### src/rtl/dds_seq_pkg.sv
package dds_seq_pkg;

  // Sequencer phases; the encoding order is the loop order.
  typedef enum logic [1:0] {
    PH_ISSUE = 2'd0,
    PH_WAIT  = 2'd1,
    PH_CAPT  = 2'd2,
    PH_LOAD  = 2'd3
  } seq_phase_t;

  // Loop successor.
  function automatic seq_phase_t next_phase(input seq_phase_t p);
    case (p)
      PH_ISSUE: return PH_WAIT;
      PH_WAIT:  return PH_CAPT;
      PH_CAPT:  return PH_LOAD;
      default:  return PH_ISSUE;
    endcase
  endfunction

endpackage

### src/rtl/dds_seq_fsm.sv
module dds_seq_fsm
  import dds_seq_pkg::*;
(
  input  logic clk,
  input  logic rst_n,
  output logic issue_en,
  output logic quad_cap_en,
  output logic data_cap_en,
  output logic load_en
);

  seq_phase_t phase_q;
  logic       primed_q;

  // Reset parks in the load phase with loading suppressed, so the first
  // edge after release enters the issue phase.
  always_ff @(posedge clk or negedge rst_n) begin
    if (!rst_n) begin
      phase_q  <= PH_LOAD;
      primed_q <= 1'b0;
    end else begin
      phase_q <= next_phase(phase_q);
      if (phase_q == PH_ISSUE) primed_q <= 1'b1;
    end
  end

  assign issue_en    = (phase_q == PH_ISSUE);
  assign quad_cap_en = (phase_q == PH_WAIT);
  assign data_cap_en = (phase_q == PH_CAPT);
  assign load_en     = (phase_q == PH_LOAD) && primed_q;


  strobe_gap_chk: assert property (@(posedge clk) disable iff (!rst_n)
    issue_en |=> !issue_en);

endmodule

### src/rtl/dds_seq_capture.sv
module dds_seq_capture #(
  parameter int DATA_W = 8,
  parameter int QUAD_W = 2
) (
  input  logic              clk,
  input  logic              rst_n,
  input  logic              quad_cap_en,
  input  logic              data_cap_en,
  input  logic [QUAD_W-1:0] quad_in,
  input  logic [DATA_W-1:0] word_in,
  output logic [DATA_W-1:0] word_q,
  output logic              neg_half_q
);

  logic [QUAD_W-1:0] quad_early_q;

  // Quadrant taken while the address sits at the table input; carried
  // one more cycle so it lands beside the word read from that address.
  always_ff @(posedge clk or negedge rst_n) begin
    if (!rst_n) begin
      quad_early_q <= '0;
      word_q       <= '0;
      neg_half_q   <= 1'b0;
    end else begin
      if (quad_cap_en) quad_early_q <= quad_in;
      if (data_cap_en) begin
        word_q     <= word_in;
        neg_half_q <= quad_early_q[QUAD_W-1];
      end
    end
  end

endmodule

### src/rtl/dds_seq_sign.sv
module dds_seq_sign #(
  parameter int DATA_W = 8
) (
  input  logic              clk,
  input  logic              rst_n,
  input  logic              load_en,
  input  logic              neg_half,
  input  logic [DATA_W-1:0] word,
  output logic [DATA_W-1:0] sample_q,
  output logic              vld_q
);

  localparam logic [DATA_W-1:0] ONE = {{(DATA_W-1){1'b0}}, 1'b1};

  function automatic logic [DATA_W-1:0] cond_negate(
    input logic [DATA_W-1:0] m, input logic neg);
    return neg ? (~m + ONE) : m;
  endfunction

  logic [DATA_W-1:0] signed_word;
  assign signed_word = cond_negate(word, neg_half);

  always_ff @(posedge clk or negedge rst_n) begin
    if (!rst_n) begin
      sample_q <= '0;
      vld_q    <= 1'b0;
    end else begin
      vld_q <= load_en;
      if (load_en) sample_q <= signed_word;
    end
  end


  pos_sign_chk: assert property (@(posedge clk) disable iff (!rst_n)
    (load_en && !neg_half && !word[DATA_W-1]) |=> !sample_q[DATA_W-1]);


  neg_sign_chk: assert property (@(posedge clk) disable iff (!rst_n)
    (load_en && neg_half && !word[DATA_W-1] && word != '0)
      |=> sample_q[DATA_W-1]);

endmodule

### src/rtl/dds_out_seq.sv
module dds_out_seq #(
  parameter int DATA_W = 8,
  parameter int QUAD_W = 2
) (
  input  logic              clk,
  input  logic              rst_n,
  input  logic [QUAD_W-1:0] quadrant,
  input  logic [DATA_W-1:0] tbl_data,
  output logic              addr_step,
  output logic              sample_vld,
  output logic [DATA_W-1:0] sample
);

  logic              issue_en;
  logic              quad_cap_en;
  logic              data_cap_en;
  logic              load_en;
  logic [DATA_W-1:0] word_q;
  logic              neg_half_q;

  dds_seq_fsm u_fsm (
    .clk         (clk),
    .rst_n       (rst_n),
    .issue_en    (issue_en),
    .quad_cap_en (quad_cap_en),
    .data_cap_en (data_cap_en),
    .load_en     (load_en)
  );

  dds_seq_capture #(.DATA_W(DATA_W), .QUAD_W(QUAD_W)) u_cap (
    .clk         (clk),
    .rst_n       (rst_n),
    .quad_cap_en (quad_cap_en),
    .data_cap_en (data_cap_en),
    .quad_in     (quadrant),
    .word_in     (tbl_data),
    .word_q      (word_q),
    .neg_half_q  (neg_half_q)
  );

  dds_seq_sign #(.DATA_W(DATA_W)) u_sign (
    .clk      (clk),
    .rst_n    (rst_n),
    .load_en  (load_en),
    .neg_half (neg_half_q),
    .word     (word_q),
    .sample_q (sample),
    .vld_q    (sample_vld)
  );

  assign addr_step = issue_en;


  valid_align_chk: assert property (@(posedge clk) disable iff (!rst_n)
    sample_vld |-> addr_step);


  sample_hold_chk: assert property (@(posedge clk) disable iff (!rst_n)
    !sample_vld |-> $stable(sample));

endmodule

### config.mk
export PLATFORM = sky130hd
export DESIGN_NAME = dds_out_seq
export DESIGN_NICKNAME = d
export VERILOG_FILES = /design/src/rtl/dds_seq_pkg.sv /design/src/rtl/dds_seq_fsm.sv /design/src/rtl/dds_seq_capture.sv /design/src/rtl/dds_seq_sign.sv /design/src/rtl/dds_out_seq.sv
export SDC_FILE = /design/constraint.sdc
export NUM_CORES = 1
export LEC_CHECK = 0
export BUFFER_PORTS_ARGS = -buffer_cell sky130_fd_sc_hd__buf_4
export CAP_MARGIN = 10
export CORE_UTILIZATION = 30
export DETAILED_ROUTE_END_ITERATION = 10
export PLACE_DENSITY = 0.47
export RECOVER_POWER = 100
export SLEW_MARGIN = 20
export SYNTH_ARGS = -nofsm -noshare
export SYNTH_HDL_FRONTEND = slang
export SYNTH_SLANG_ARGS = --single-unit
### constraint.sdc
create_clock -name clk -period 4.09 [get_ports clk]
set_input_delay 0.2045 -clock clk [delete_from_list [all_inputs] [get_ports clk]]
set_output_delay 0.2045 -clock clk [all_outputs]
set_load 0.05 [all_outputs]
==> metrics.md <==
| Metric | Value |
|---|---|
| Outcome | `finished, final reports clean` |
| Critical Path Start | `u_fsm.phase_q[0]$_DFF_PN1_` |
| Number of DRC markers in iteration 0 | `7` |
| Logic pwr share | `between 10% and 20%` |
| Power per Cell Area | `between 300 and 400 nW/µm²` |
| Worst-path maximum fanout | `3` |
| Number of antenna violations at the first check in global routing | `0` |
| Clock tree from TritonCTS | `yes` |
| Skew final | `4.333 ps` |
| Number of I/O port buffers | `20` |
| Commonest non-fill, non-tap cell in the layout | `dfrtp_1` |
| DRT antenna net count | `0` |
| Number of buffers inserted during clock tree synthesis | `3` |
| Clock Latency Late Sink | `300 ps` |
| Number of search-and-repair iterations in the first detailed-routing pass | `2` |
| Total power of the final layout | `about 0.42 mW` |
| Clk root buf | `clkbuf_4` |
| Mean number of vias per cell | `~4.2` |
| Horizontal die dimension | `58.93 µm` |
| # DRC | `0` |
| Initial Util | `31.84%` |
| Proportion of register bits with asynchronous set or reset after synthesis | `100.0%` |
| Total net switching power | `0.1187 mW` |
| Flip-flop and latch count after synthesis | `22` |
| Overall global routing resource usage | `between 10% and 20%` |
| Final Cycle Share | `40.84%` |
| Most frequently used flop master after synthesis | `dfrtp_1` |
| Post-detailed-placement cell area | `about 1200 µm²` |
| Slew HR | `a little over a fifth` |
| Final weighted congestion in routability-driven placement | `roughly 0.70` |
| First-pass GRT wire length | `approximately 2800 µm` |
| Layout-stage area growth over the synthesis result | `19.95%` |
| Clock net sink count | `22` |
| Worst Setup End Kind | `primary output` |
| Source of the worst register-to-register timing path | `u_cap.word_q[3]$_DFFE_PN0N_` |
| Via count of the first global-routing pass | `638` |
| Per-instance average area after synthesis | `between 10 and 15 µm²` |
| Unique masters post-synth | `21` |
| Share of power burned in the clock network | `roughly 28%` |
| Number of nets in the final layout | `about 120` |
| Achievable frequency | `598.7 MHz` |
| Count of standard-cell rows | `20` |
| Worst hold-check path type | `in2reg` |
| Max-capacitance violation count | `0` |
| Die footprint | `about 3500 µm²` |
| Core occupancy in the finished layout | `between 30% and 40%` |
| Buffer depth of the longest clock path | `2` |
| Number of nets produced by synthesis | `100` |
| CP required | `3890 ps` |
| LEAKAGE | `between 0.5 and 0.6 nW` |
| Average wire per standard cell | `around 11 µm` |
| Minimum clock period after layout | `between 1500 and 2000 ps` |
| Clock slew seen by the registers of the worst setup and hold paths | `120 ps` |
| EDFF count, synth | `0` |
| Cell Int Power | `approximately 0.3 mW` |
| Final count of hold timing violations | `0` |
| Nature of the critical path startpoint | `register` |
| Synthesis Warnings | `0` |
| Worst hold path startpoint | `tbl_data[1]` |
| Final std cell area, no fill | `1166 µm²` |
| Via count | `631` |
| Synthesized instance count | `83` |
| Slew at the pin closest to its max-slew limit | `1171 ps` |
| Largest net degree at the start of global routing | `23` |
| Reg power frac | `a little under three fifths` |
| Share of layout cells above drive strength 1 | `between 20% and 30%` |
| # Post-CTS Setup Buffers | `0` |
| Die Y-Extent | `58.93 µm` |
| Number of endpoints failing setup at the final stage | `0` |
| Flop-to-flop setup slack | `~2500 ps` |
| Worst supply voltage drop on vdd | `0.1119 mV` |
| Core region area | `slightly above 3000 µm²` |
| Crit path kind | `reg2out` |
| Proportion of synthesized chip area in sequential cells | `roughly 57%` |
| Number of top-level pins | `22` |
| Final TNS setup | `0 ps` |
| Unrepaired setup endpoints after global routing | `false` |
| Max-slew violation count | `0` |
| Highest-count cells in the layout ignoring fill and taps | `dfrtp_1, nand2_1, o21ai_0, clkbuf_1, buf_4` |
| Switching share of power | `~28%` |
| Worst Path Arrival | `between 1000 and 1500 ps` |
| Estimated wirelength of the detail-placed design | `1213 µm` |
| H-tree levels | `1` |
| Overflow left after global routing | `0` |
| Antenna diodes | `0` |
| Post-Synthesis Cell Area | `just under 1000 µm²` |
| Routed wire length | `approximately 1600 µm` |
| Number of instances in the placed design | `144` |
| Non-Filler Instances | `around 150` |
## through the flow
stage / worst slack, ps / hold WS [ps]
after floorplan: 2573 / -91.09
after global placement: 2497 / 113.8
after detailed placement: 2485 / 111.2
after CTS: 2470 / 88.96
after global routing: 2328 / 102.2
final: 2420 / 108.8
## routing by layer
layer / up-vias / wire (µm) / global-route usage (%)
met5: - / 0 / 0
met4: 0 / 24 / 8.163
met3: 2 / 57 / 1.978
met2: 12 / 764 / 17.53
met1: 300 / 789 / 14.66
li1: 317 / - / -
## area by class of cell
cell class / instances / area (µm²)
well taps: 44 / 55.05
repair buffers: 21 / 118.9
flip-flops and latches: 22 / 553.0
multi-input cells: 52 / 380.4
clock buffers: 4 / 36.28
inverters: 6 / 22.52
fillers: 339 / 1887
## power by group through the flow
stage / clock network (mW) / registers [mW] / logic, mW
4_1_cts: 0.127 / 0.241 / 0.0768
6_report: 0.117 / 0.240 / 0.0677
3_5_place_dp: 0 / 0.245 / 0.0760
5_1_grt: 0.133 / 0.243 / 0.0737
3_3_place_gp: 0 / 0.244 / 0.0755
2_1_floorplan: 0 / 0.271 / 0.0203
## sequential cells by signal, summed over array words and instances, names as in the netlist
signal / count
u_fsm.primed_q: 1
u_cap.word_q: 8
u_sign.sample_q: 8
u_cap.quad_early_q: 1
u_fsm.phase_q: 2
u_sign.vld_q: 1
u_cap.neg_half_q: 1
## cells in the mapped netlist, drive strengths merged (2+ instances only)
cell type	number	area, µm²
xnor2	2	17.52
inv	6	22.52
clkbuf	2	7.510
or2	2	12.52
dfstp	2	52.55
nor2	2	7.510
xor2	4	35.03
dfrtp	20	500.5
nand2	11	41.29
ha	5	62.56
o21ai	12	60.06
mux2	8	90.09
## path summary, 6_finish.rpt
kind	end	depth (start not counted)
worst min register to register	u_fsm.primed_q$_DFFE_PN0P_	1
max in group asynchronous	u_cap.word_q[4]$_DFFE_PN0N_	2
min in group asynchronous	u_sign.vld_q$_DFF_PN0_	2
worst max-delay path	addr_step	3
worst min-delay path	u_cap.word_q[1]$_DFFE_PN0N_	3
worst max register to register	u_sign.sample_q[7]$_DFFE_PN0P_	4
## cells by family after synthesis
group | after synthesis | share of synthesized area (%)
flip-flops | 22 | 56.89
AND/OR/NAND/NOR | 17 | 8.110
AO/OA/AOI/OAI | 15 | 9.395
buffers and inverters | 9 | 3.475
multiplexers | 9 | 10.30
XOR/XNOR | 6 | 5.405
adder cells (fa/ha/maj) | 5 | 6.435
## worst max-delay path: stages, from the launching register on
cell and delay (ps):
dfstp_1 570, inv_1 70, ha_1 220, clkbuf_1 300
## repair_timing
item / in CTS / in global routing
endpoints found under the hold margin: 20 / 0
hold buffers: 1 / 0
gates resized for setup: 0 / 0
Note: power is estimated with default switching activity, not from simulation.
